### config.mk
export PLATFORM = sky130hd
export DESIGN_NAME = zr_resync
export DESIGN_NICKNAME = d
export VERILOG_FILES = /design/src/rtl/zr_pkg.sv /design/src/rtl/zr_zero_run.sv /design/src/rtl/zr_phase_align.sv /design/src/rtl/zr_hold_gate.sv /design/src/rtl/zr_resync.sv
export SDC_FILE = /design/constraint.sdc
export NUM_CORES = 1
export LEC_CHECK = 0
export CAP_MARGIN = 10
export CORE_MARGIN = 1
export CORE_UTILIZATION = 30
export DETAILED_ROUTE_END_ITERATION = 6
export SYNTH_ARGS = -nofsm -noshare
export SYNTH_HDL_FRONTEND = slang
export SYNTH_HIERARCHICAL = 1
export SYNTH_SLANG_ARGS = --single-unit
export TNS_END_PERCENT = 100
### constraint.sdc
create_clock -name clk -period 2.5 [get_ports clk]
set_input_delay 0.5 -clock clk [delete_from_list [all_inputs] [get_ports clk]]
set_output_delay 0.5 -clock clk [all_outputs]
set_load 0.005 [all_outputs]
### src/rtl/zr_pkg.sv
package zr_pkg;

  // circular distance of a phase value from zero on a ring of 'period' steps
  function automatic int unsigned ring_dist(input int unsigned p, input int unsigned period);
    return (p > period / 2) ? (period - p) : p;
  endfunction

endpackage

### src/rtl/zr_zero_run.sv
module zr_zero_run #(
  parameter int unsigned DW      = 32,
  parameter int unsigned RUN_LEN = 8192
) (
  input  logic          clk,
  input  logic          rst_n,
  input  logic          accept,
  input  logic [DW-1:0] sample,
  output logic          run_done
);

  localparam int unsigned CW = $clog2(RUN_LEN + 1);
  localparam logic [CW-1:0] RUN_MAX = CW'(RUN_LEN);

  logic [CW-1:0] run_cnt;

  always_ff @(posedge clk) begin
    if (!rst_n) begin
      run_cnt <= '0;
    end else if (accept) begin
      if (sample != '0) begin
        run_cnt <= '0;
      end else if (run_cnt != RUN_MAX) begin
        run_cnt <= run_cnt + 1'b1;
      end
    end
  end

  assign run_done = (run_cnt == RUN_MAX);

  // a nonzero accepted sample drops the flag
  assert_nonzero_clears_R2: assert property (@(posedge clk) disable iff (!rst_n)
    (accept && sample != '0) |=> !run_done)
    else $error("nonzero sample left zero flag set");

  // count never passes the saturation limit
  assert_run_saturates_R2: assert property (@(posedge clk) disable iff (!rst_n)
    run_cnt <= RUN_MAX)
    else $error("zero run count overflowed");

  // flag holds while zeros keep arriving or nothing is accepted
  assert_flag_holds_R1: assert property (@(posedge clk) disable iff (!rst_n)
    (run_done && (!accept || sample == '0)) |=> run_done)
    else $error("zero flag dropped without a nonzero sample");

endmodule

### src/rtl/zr_phase_align.sv
module zr_phase_align #(
  parameter int unsigned PERIOD = 256,
  parameter int unsigned TOL    = 3
) (
  input  logic                      clk,
  input  logic                      rst_n,
  input  logic                      frame_clk,
  input  logic                      use_rise,
  input  logic                      trig,
  output logic [$clog2(PERIOD)-1:0] phase,
  output logic                      realign
);

  import zr_pkg::*;

  localparam int unsigned PW = $clog2(PERIOD);
  localparam logic [PW-1:0] LAST = PW'(PERIOD - 1);

  logic frame_q;
  logic rise_seen, fall_seen, edge_hit, off_sync;

  // previous frame clock level; no reset so the first edge after reset is real
  always_ff @(posedge clk) begin
    frame_q <= frame_clk;
  end

  assign rise_seen = frame_clk & ~frame_q;
  assign fall_seen = ~frame_clk & frame_q;
  assign edge_hit  = use_rise ? rise_seen : fall_seen;
  assign off_sync  = ring_dist(int'(phase), PERIOD) > TOL;
  assign realign   = edge_hit & trig & off_sync;

  always_ff @(posedge clk) begin
    if (!rst_n) begin
      phase <= '0;
    end else if (realign) begin
      phase <= PW'(1);
    end else if (phase == LAST) begin
      phase <= '0;
    end else begin
      phase <= phase + 1'b1;
    end
  end

  // phase stays inside one frame
  assert_phase_range_R3: assert property (@(posedge clk) disable iff (!rst_n)
    int'(phase) < PERIOD)
    else $error("phase out of range");

  // phase steps by one when not realigned
  assert_free_run_R3: assert property (@(posedge clk) disable iff (!rst_n)
    (!realign && phase != LAST) |=> (phase == $past(phase) + 1'b1))
    else $error("phase did not advance");

  // realignment places the counter one step past the edge
  assert_realign_lands_R6: assert property (@(posedge clk) disable iff (!rst_n)
    realign |=> (phase == PW'(1)))
    else $error("realign did not land on phase 1");

endmodule

### src/rtl/zr_hold_gate.sv
module zr_hold_gate #(
  parameter int unsigned DW   = 32,
  parameter int unsigned HOLD = 5
) (
  input  logic          clk,
  input  logic          rst_n,
  input  logic          realign,
  input  logic          in_valid,
  output logic          in_ready,
  output logic          in_fire,
  input  logic [DW-1:0] in_left,
  input  logic [DW-1:0] in_right,
  output logic          out_valid,
  input  logic          out_ready,
  output logic [DW-1:0] out_left,
  output logic [DW-1:0] out_right,
  output logic          busy
);

  localparam int unsigned HW = $clog2(HOLD + 1);
  localparam logic [HW-1:0] HOLD_LOAD = HW'(HOLD);

  logic [HW-1:0] hold_cnt;

  assign in_ready = ~out_valid | out_ready;
  assign in_fire  = in_valid & in_ready;
  assign busy     = (hold_cnt != '0);

  always_ff @(posedge clk) begin
    if (!rst_n) begin
      hold_cnt <= '0;
    end else if (realign) begin
      hold_cnt <= HOLD_LOAD;
    end else if (in_fire && busy) begin
      hold_cnt <= hold_cnt - 1'b1;
    end
  end

  always_ff @(posedge clk) begin
    if (!rst_n) begin
      out_valid <= 1'b0;
      out_left  <= '0;
      out_right <= '0;
    end else if (in_fire) begin
      out_valid <= 1'b1;
      out_left  <= busy ? '0 : in_left;
      out_right <= busy ? '0 : in_right;
    end else if (out_ready) begin
      out_valid <= 1'b0;
    end
  end

  // a realignment arms the full hold
  assert_hold_loads_R7: assert property (@(posedge clk) disable iff (!rst_n)
    realign |=> (hold_cnt == HOLD_LOAD))
    else $error("hold not armed after realign");

  // samples taken during the hold leave as zero
  assert_hold_zeroes_R7: assert property (@(posedge clk) disable iff (!rst_n)
    (in_fire && busy) |=> (out_left == '0 && out_right == '0))
    else $error("sample passed during hold");

  // stalled output is held steady
  assert_stall_stable_R10: assert property (@(posedge clk) disable iff (!rst_n)
    (out_valid && !out_ready) |=> (out_valid && $stable(out_left) && $stable(out_right)))
    else $error("output changed under back-pressure");

endmodule

### src/rtl/zr_resync.sv
module zr_resync #(
  parameter int unsigned DW      = 32,
  parameter int unsigned RUN_LEN = 8192,
  parameter int unsigned PERIOD  = 256,
  parameter int unsigned TOL     = 3,
  parameter int unsigned HOLD    = 5
) (
  input  logic                      clk,
  input  logic                      rst_n,
  input  logic                      frame_clk,
  input  logic                      resync_en,
  input  logic                      soft_req,
  input  logic                      ext_filter,
  input  logic                      alt_format,
  input  logic                      in_valid,
  output logic                      in_ready,
  input  logic [DW-1:0]             in_left,
  input  logic [DW-1:0]             in_right,
  output logic                      out_valid,
  input  logic                      out_ready,
  output logic [DW-1:0]             out_left,
  output logic [DW-1:0]             out_right,
  output logic                      zero_left,
  output logic                      zero_right,
  output logic [$clog2(PERIOD)-1:0] frame_phase
);

  localparam int unsigned LANES = 2;

  logic [DW-1:0]    lane_data [LANES];
  logic [LANES-1:0] lane_zero;
  logic             in_fire, busy, realign, trig, use_rise;

  assign lane_data[0] = in_left;
  assign lane_data[1] = in_right;

  for (genvar ch = 0; ch < LANES; ch++) begin : g_lane
    zr_zero_run #(.DW(DW), .RUN_LEN(RUN_LEN)) u_run (
      .clk      (clk),
      .rst_n    (rst_n),
      .accept   (in_fire),
      .sample   (lane_data[ch]),
      .run_done (lane_zero[ch])
    );
  end

  assign zero_left  = lane_zero[0];
  assign zero_right = lane_zero[1];

  assign use_rise = ~ext_filter & alt_format;
  assign trig     = resync_en & ((&lane_zero) | soft_req) & ~busy;

  zr_phase_align #(.PERIOD(PERIOD), .TOL(TOL)) u_align (
    .clk       (clk),
    .rst_n     (rst_n),
    .frame_clk (frame_clk),
    .use_rise  (use_rise),
    .trig      (trig),
    .phase     (frame_phase),
    .realign   (realign)
  );

  zr_hold_gate #(.DW(DW), .HOLD(HOLD)) u_gate (
    .clk       (clk),
    .rst_n     (rst_n),
    .realign   (realign),
    .in_valid  (in_valid),
    .in_ready  (in_ready),
    .in_fire   (in_fire),
    .in_left   (in_left),
    .in_right  (in_right),
    .out_valid (out_valid),
    .out_ready (out_ready),
    .out_left  (out_left),
    .out_right (out_right),
    .busy      (busy)
  );

  // a realignment always has a cause at the ports
  assert_cause_R5: assert property (@(posedge clk) disable iff (!rst_n)
    realign |-> ((zero_left && zero_right) || soft_req))
    else $error("realign without joint zero run or soft request");

  // disabled block never realigns
  assert_enable_R9: assert property (@(posedge clk) disable iff (!rst_n)
    !resync_en |-> !realign)
    else $error("realign while disabled");

  // no realignment during an active hold
  assert_no_retrigger_R8: assert property (@(posedge clk) disable iff (!rst_n)
    busy |-> !realign)
    else $error("realign during hold");

  // realignment only on the edge the mode selects
  assert_edge_polarity_R4: assert property (@(posedge clk) disable iff (!rst_n)
    realign |-> ((ext_filter || !alt_format) ? $fell(frame_clk) : $rose(frame_clk)))
    else $error("realign on wrong frame edge");

endmodule

==> Word level (Yosys, flattened, before mapping) <==
Cells that the tools add are included.
{ "op_classes": {"n_div": 0, "add_sub_neg": 5, "n_eq_ne": 5, "reduce_logical": 13, "magnitude_cmp": 2, "mul": 0, "shifts": 0, "muxes": 14, "bitwise_logic": 16} }
{ "ops": {"columns": ["cell", "n"], "rows": [
  ["32-bit 2-to-1 mux", 3],
  ["32-bit nonzero test", 2],
  ["14-bit 2-to-1 mux", 4],
  ["32-bit by 2-bit greater-than comparator with 1-bit output, second input constant", 1],
  ["14-bit by 1-bit adder with 14-bit output, second input constant", 2],
  ["14-bit == test, second input constant", 2],
  ["14-bit inequality test, second input constant", 2],
  ["9-bit by 8-bit subtractor with 10-bit output, first input constant", 1],
  ["8-bit by 1-bit adder with 8-bit output, second input constant", 1],
  ["1-bit AND", 8],
  ["8-bit == test, second input constant", 1],
  ["8-bit greater-than comparator, second input constant", 1],
  ["2-bit nonzero test", 4],
  ["3-bit 2-to-1 mux", 2],
  ["1-bit NOT", 6],
  ["2-bit AND reduction", 3],
  ["1-bit 2-to-1 mux", 5],
  ["3-bit nonzero test", 1],
  ["3-bit OR reduction", 1],
  ["3-bit by 1-bit subtractor with 3-bit output, second input constant", 1],
  ["1-bit OR", 2],
  ["2-bit OR reduction", 1],
  ["1-bit logical AND", 1]
]} }
{ "totals": {"mem_bits_ro": 0, "latch_bits": 0, "out_inout_bits": 76, "memories": 0, "input_bits": 73, "ramBits": 0, "reg_bits": 105} }

==> Logic depth before layout (Yosys ltp) <==
Gate-level depths: netlist of run 1.
{ "logic_depth": {"word_depth": 8, "ltp_mapped": 11, "ltp_nobuf": 10} }

==> Cells and area by module <==
The synthesis of run 1 kept the hierarchy.
{ "by_module_without_submodules": {"columns": ["module", "seq_area_each_um2", "cells_each", "area_each_um2", "n_inst"], "rows": [
  ["zr_hold_gate", 1361.3, 324, 2753.9, 1],
  ["zr_zero_run", 280.3, 109, 863.3, 2],
  ["zr_phase_align", 180.2, 50, 481.7, 1],
  ["zr_resync", 0.0, 3, 23.8, 1]
]} }

==> Worst setup path after synthesis of run 1 <==
Ideal clock, no wire load.
{ "synth_path": {"path_kind": "in2reg", "start": "in in_valid", "end": "reg g_lane[0].u_run.run_cnt[12]", "arrival_ns": 2.230, "n_path_buf": 3, "t_required_ns": 2.441, "path_stages": 9, "setup_ns": 0.059, "slack_ns": 0.211, "cell_sequence": "inv_2 buf_4 clkbuf_1 nor2_1 inv_1 or4_1 buf_2 or4_1 nand2_1"} }
{ "synth_between": {"elab_chain_cells": 2} }
{ "synth_rtl": {"columns": ["element", "line_no", "source"], "rows": [
  ["from (decl)", "zr_resync.sv:15", "input logic in_valid,"],
  ["1-bit AND", "zr_hold_gate.sv:26", "assign in_fire = in_valid & in_ready;"],
  ["via in_fire", "zr_resync.sv:32", "logic in_fire, busy, realign, trig, use_rise;"],
  ["2-bit AND reduction (no line)", null, null],
  ["to (signal assigned)", "zr_zero_run.sv:24", "run_cnt <= run_cnt + 1'b1;"],
  ["to (decl)", "zr_zero_run.sv:15", "logic [CW-1:0] run_cnt;"]
]} }
The timed path passes the listed nets, and every way through them passes these cells.
A chain may end at the register's enable or synchronous reset.

==> Worst setup path in the final report of run 1 <==
{ "layout_path": {"start": "reg g_lane[1].u_run.run_cnt[0]", "end": "out zero_right"} }
{ "layout_between": {"elab_chain_cells": 1} }
{ "layout_rtl": {"columns": ["element", "line_no", "source"], "rows": [
  ["from (decl)", "zr_zero_run.sv:15", null],
  ["from (signal assigned)", "zr_zero_run.sv:24", null],
  ["14-bit == test", "zr_zero_run.sv:29", "assign run_done = (run_cnt == RUN_MAX);"],
  ["to (decl)", "zr_resync.sv:24", "output logic zero_right,"]
]} }
Every way passes these cells.

==> flow_summary.ini, run 1 <==
[clock_network]
numCtsBuffers = 9
clk_latency_ps = 360
clock-sinks = 105
cts_tree = done
root_buffer = clkbuf_16
htreeDepth = 3
cts.clk_slew.worst_paths_ps = 70
ctsHoldBuffers = 0
cts_max_path_buffers = 2

[sta]
finalHoldViolations = 0
setup-violations-final = 0
slew_violations = 0
timing.fmax_mhz = 415
relSlewSlack_pct = 51.6
period_share_pct = 96.5
finalCriticalPeriod_ps = 2410
tightest_slew_ps = 726
skew_ps = 8.86

[placement]
place_hpwl_mm = 11.5
io_buffers = 148
placed_cells = 963
place.gp.congestion = 0.851
place_area_sq_mm = 0.00693

[layout]
diodes = 0
drive_gt1_share_pct = 14.8
layoutNonFillerInstCount = 981
finish.net_count = 841
area_delta_synth_final_pct = 46.0
fillers = 1559
seq_area_sq_mm = 0.00210
multiInputGateArea_sq_mm = 0.00260
fin_util_pct = 45.3
stdcell_area_sq_mm = 0.00728

[critical_path]
end_kind = primary output
reg2reg_depth = 10
crit_chain = inv_1 > ha_1 > nor4b_2 > nand4_1 > inv_2 > clkdlybuf4s50_1
slowest_delay_ps = 510
crit_required_ps = 2000
cp_max_fo = 4
crit_type = flop to primary output
critPathSlowestCell = clkdlybuf4s50_1
critical_path_arrival_ps = 1910
worst_setup_path_start_kind = flop

[synthesis]
synth_ff_type = dfxtp_1
syn_nets = 676
ys_top_cells_by_count = 105 x dfxtp_1, 85 x o21ai_0, 78 x a21oi_1
synthesis.area_sq_mm = 0.00499
synth-edff-count = 0
ys_warn_count = 6
synth_area_leaders = dfxtp_1 42%, nand4_1 8.8%, o21ai_0 8.5%, a21oi_1 7.8%, nor4_2 2.5%
netlist.area_leader.share_pct = 42.2
synth.distinct_cells = 49
netlist_instances = 595
synth_top_cell_by_area = dfxtp_1
async_reset_ff_share_pct = 0
yosysSeqAreaShare_pct = 42.2
yosysMostFrequentCell = dfxtp_1
ys_ff_latch = 105
avgSynthCellArea_sq_um = 8.38

[die]
fp.dieArea_sq_mm = 0.0171
chipWidth_um = 131
initial_core_util_pct = 31.1
num_rows = 46
core_sq_mm = 0.0161
die_h_um = 131
ios = 149

[grt]
grt_pass1_vias = 5168
antenna_found_initial = 0
overflow = 0
grt_pass1_wl_mm = 26.0
grt_usage_pct = 19.7
grt_max_degree = 69

[min_path]
hold_depth = 2
hold_class = flop to flop

[power_and_ir_drop]
vdd_ir_drop_max_uv = 447
leakagePower_nw = 2.56
power.density_mw_per_mm2 = 656

[drt]
vias = 5279
totalWireLength_mm = 16.6
dr.pass1.iters = 5
drt_iter0_drc = 297
drc = 0
via_per_inst = 5.38
ant_nets = 0
wl_per_cell_um = 17.0

[status]
outcome = complete, no violations

[flow_run]
cap_violations = 0
logic make-up (layout without fill, tap and decap cells):
group | count (synthesis) | after routing | synth area share [%]
buf+inv | 74 | 244 | 6.70
fa+ha+maj | 8 | 8 | 2.01
flops | 105 | 105 | 42.2
simple gates | 206 | 206 | 26.1
xor+xnor | 6 | 6 | 1.05
mux | 3 | 3 | 0.677
compound gates | 193 | 193 | 21.3
critical path: cells and delay by family, from the launching register on:
family / cells / cell delay [ps]
adders and majority gates: 1 / 140
DFF: 1 / 340
buffers and inverters: 3 / 710
and+or+nand+nor: 2 / 360
flip-flops by register name, summed over array words and instances, names as in the netlist:
register              flops
g_lane.u_run/run_cnt     28
u_align/frame_q           1
u_align/phase             8
u_gate/hold_cnt           3
u_gate/out_left          32
u_gate/out_right         32
u_gate/out_valid          1
cells in the final DEF (no fill, tap or decap), types with 6 or more instances in the layout:
cell             count
clkdlybuf4s50_1    147
dfxtp_1            105
o21ai_0             85
a21oi_1             78
nand4_1             70
buf_4               50
inv_1               22
nand2_1             20
nor2_1              14
nand3_1             13
nor3_1              12
or3_1               12
nor4_2              11
clkbuf_16            9
nor2b_1              8
nor3_2               8
ha_1                 7
and3_1               6
nor4_1               6
a21o_1               6
a22o_1               6
worst paths after layout:
path | start | end | slack (ps)
worst max-delay path | g_lane[1].u_run/run_cnt[0] | zero_right | 90
worst min-delay path | u_gate/out_right[22] | u_gate/out_right[22] | 470
worst min register to register | u_gate/out_right[22] | u_gate/out_right[22] | 470
worst max register to register | g_lane[1].u_run/run_cnt[0] | u_align/phase[3] | 310
layout make-up:
class | count | share of cell area (%)
Sequential cell | 105 | 28.9
Tap cell | 216 | 3.71
Clock buffer | 10 | 3.28
Timing Repair Buffer | 201 | 26.3
Multi-Input combinational cell | 416 | 35.7
Clock inverter | 6 | 0.791
Inverter | 27 | 1.43
through the flow:
step | power (mW) | worst slack, ps | hold slack [ps] | setup TNS [ps]
floorplan | 2.63 | 211 | 445 | 0
global placement | 3.33 | -386 | 458 | -5650
detailed placement | 3.36 | -427 | 466 | -6120
CTS | 4.82 | 10.8 | 475 | 0
global route | 5.00 | -12.1 | 491 | -12.1
finish | 4.78 | 87.8 | 472 | 0
power by group:
part           switching [mW]  leakage, nW  internal (mW)
logic                   0.725         1.56          0.673
registers              0.0892        0.856           1.85
clock network           0.648        0.148          0.798
total                    1.46         2.56           3.32
timing repair:
action / 4_1_cts / 5_1_grt
endpoints found under the hold margin: 0 / 0
cloned: 0 / 0
pin swaps: 0 / 1
endpoints found under the setup margin: 4 / 14
buffers inserted: 0 / 2
gates resized for setup: 3 / 7
metal layers:
layer | up-vias | global-route usage [%] | routed length [um]
met1 | 2574 | 23.9 | 7340
met3 | 17 | 5.62 | 1270
li1 | 2542 | - | -
met2 | 146 | 32.8 | 7730
met4 | 0 | 7.57 | 310
met5 | - | 0 | 0
(Power assumes the default switching activity.)
==> run 2, diff against run 1 <==
Settings changed: ABC_AREA set to 1, CTS_CLUSTER_DIAMETER set to 120.
==> run 2 against run 1 <==
Clock skew hardly changed. Utilization is 4.5 points lower. Die area is 19% higher. Non-clock buffer count is 43 lower. Fmax is 0.60% higher. Via count is 4.9% higher. Sequential share of layout area is 2.4 points lower. Flip-flop and latch count stayed put. Highest routed layer unchanged.
==> flow_summary.ini, run 2 <==
[sta]
rsz0062_at_grt = yes
holdWs_ps = 465
tightest_slew_ps = 422
slew_violations = 0
setup-violations-final = 0
finalHoldViolations = 0
period_share_pct = 95.9
timing.fmax_mhz = 417
finalCriticalPeriod_ps = 2400
fin_tns_setup_ps = 0
skew_ps = 9.18
relSlewSlack_pct = 71.9

[die]
die_h_um = 143
initial_core_util_pct = 30.6
chipWidth_um = 143
fp.dieArea_sq_mm = 0.0204
core_sq_mm = 0.0195
ios = 149
num_rows = 51

[layout]
largest_registers = u_gate/out_left: 32 flops, u_gate/out_right: 32 flops, g_lane.u_run/run_cnt: 28 flops
final_common_cell = nand2_1
drive_gt1_share_pct = 18.3
fillers = 2009
finish.net_count = 1012
layout_common_cells = 201 x nand2_1, 148 x clkdlybuf4s50_1, 104 x dfxtp_1
diodes = 0
area_delta_synth_final_pct = 33.4

[flow_run]
cap_violations = 0

[synthesis]
ys_warn_count = 6
async_reset_ff_share_pct = 0
synth.distinct_cells = 31
synth_area_leaders = dfxtp_1 35%, nand2_1 13%, nand3_2 8.6%, a21oi_2 7.5%, nor2_1 6.1%
ys_top_cells_by_count = 201 x nand2_1, 105 x dfxtp_1, 97 x nor2_1
syn_nets = 881
ys_ff_latch = 105
netlist.area_leader.share_pct = 35.3
synth_ff_type = dfxtp_1
synthesis.area_sq_mm = 0.00596
yosysSeqAreaShare_pct = 35.3
netlist_instances = 800
yosysMostFrequentCell = nand2_1
synth-edff-count = 0
synth_top_cell_by_area = dfxtp_1
avgSynthCellArea_sq_um = 7.45

[critical_path]
crit_family = buffers and inverters
critical_path_arrival_ps = 1900
worst_setup_path_start_kind = flop
path_buf_inv = 2
cp_max_fo = 4
critPathSlowestCell = clkdlybuf4s50_1
crit_chain = inv_2 > ha_2 > nand3_1 > nor3_2 > clkdlybuf4s50_1
end_kind = primary output
crit_required_ps = 2000
crit_type = flop to primary output
slowest_delay_ps = 550

[drt]
via_per_inst = 4.61
wl_per_cell_um = 13.6
totalWireLength_mm = 16.4
drc = 0
vias = 5538
dr.pass1.iters = 5
drt_iter0_drc = 336
ant_nets = 0

[clock_network]
cts_max_path_buffers = 2
htreeDepth = 3
root_buffer = clkbuf_16
clock-sinks = 105
cts_tree = done
ctsHoldBuffers = 0
numCtsBuffers = 9
clk_latency_ps = 360
cts.clk_slew.worst_paths_ps = 70

[grt]
grt_pass1_vias = 5272
grt_max_degree = 66
overflow = 0
antenna_found_initial = 0
grt_usage_pct = 16.8
grt_pass1_wl_mm = 26.9

[status]
outcome = complete, no violations

[placement]
place_hpwl_mm = 11.8
place.gp.congestion = 0.864
io_buffers = 148

[min_path]
hold_class = flop to flop

[power_and_ir_drop]
power.density_mw_per_mm2 = 711
finalPower_mw = 5.65
leakagePower_nw = 3.03
vdd_ir_drop_max_uv = 844
## run 2: cell count changes in the layout (fill, tap and decap cells not counted), moves of 36 or more
cell / previous run / this run
nand2_1: 20 / 201
o21ai_0: 85 / 0
nor2_1: 14 / 97
a21oi_2: 0 / 51
nand3_2: 0 / 51
buf_4: 50 / 4
nand3_1: 13 / 52
a21oi_1: 78 / 41
inv_1: 22 / 58
## run 2: per-stage QoR
stage               utilization [%]  setup WS (ps)  instance area [sq um]  std cells
floorplan                         -            791                   5960        800
global placement               39.2            302                   7630       1185
detailed placement             39.2            315                   7630       1185
CTS                            40.8           15.9                   7950       1201
global route                   40.8          -12.4                   7950       1201
finish                         40.8            102                   7950       1201
## run 2: timing repair
item,4_1_cts,5_1_grt
pin swaps,0,2
endpoints found under the setup margin,2,2
gates resized for setup,4,3
cloned,0,0
buffers inserted,0,0
hold endpoints to repair,0,0
## run 2: layer usage
layer	routed length (um)	global-route usage [%]	vias up
met3	808	3.22	21
met2	7740	28.5	129
met1	7450	20.9	2520
met5	0	0	-
met4	351	6.62	0
li1	-	-	2868
## run 2: cell families (layout without fill, tap and decap cells)
family                     Yosys count  count (layout)  share of synthesized area [%]
xor gates and xnor gates            14              14                           2.06
buffers and inverters              105             241                           9.36
adders and majority gates            8               8                           1.68
DFF                                105             105                           35.3
AOI/OAI and AO/OA                   94              94                           11.2
and+or+nand+nor                    474             474                           40.4
## run 2: path summary, 6_finish.rpt
path,startpoint,slack [ps],endpoint,cells past startpoint
min,u_gate/out_left[5],470,u_gate/out_left[5],2
min reg2reg,u_gate/out_left[5],470,u_gate/out_left[5],2
max,g_lane[0].u_run/run_cnt[0],100,zero_left,5
max reg2reg,g_lane[0].u_run/run_cnt[0],620,u_gate/hold_cnt[1],13
## run 2: power by group
part | total [mW] | internal, mW | switching (mW)
logic | 2.17 | 0.962 | 1.20
clock network | 1.44 | 0.727 | 0.714
registers | 2.05 | 1.92 | 0.133
total | 5.65 | 3.60 | 2.05
## run 2: worst min-delay path, delay by kind of cell, from the launching register on
kind             cells  cell delay, ps
flip-flops           1             310
AO/OA/AOI/OAI        1              50
AND/OR/NAND/NOR      1              60
## run 2: cell type report
class                      instances  area [sq um]  area share (%)
multi-input combinational        590          3330            41.9
sequential                       105          2100            26.5
timing repair buffer             158          1630            20.5
tap                              265           332            4.17
inverter                          67           255            3.21
clock buffer                      10           239            3.01
clock inverter                     6          61.3           0.771
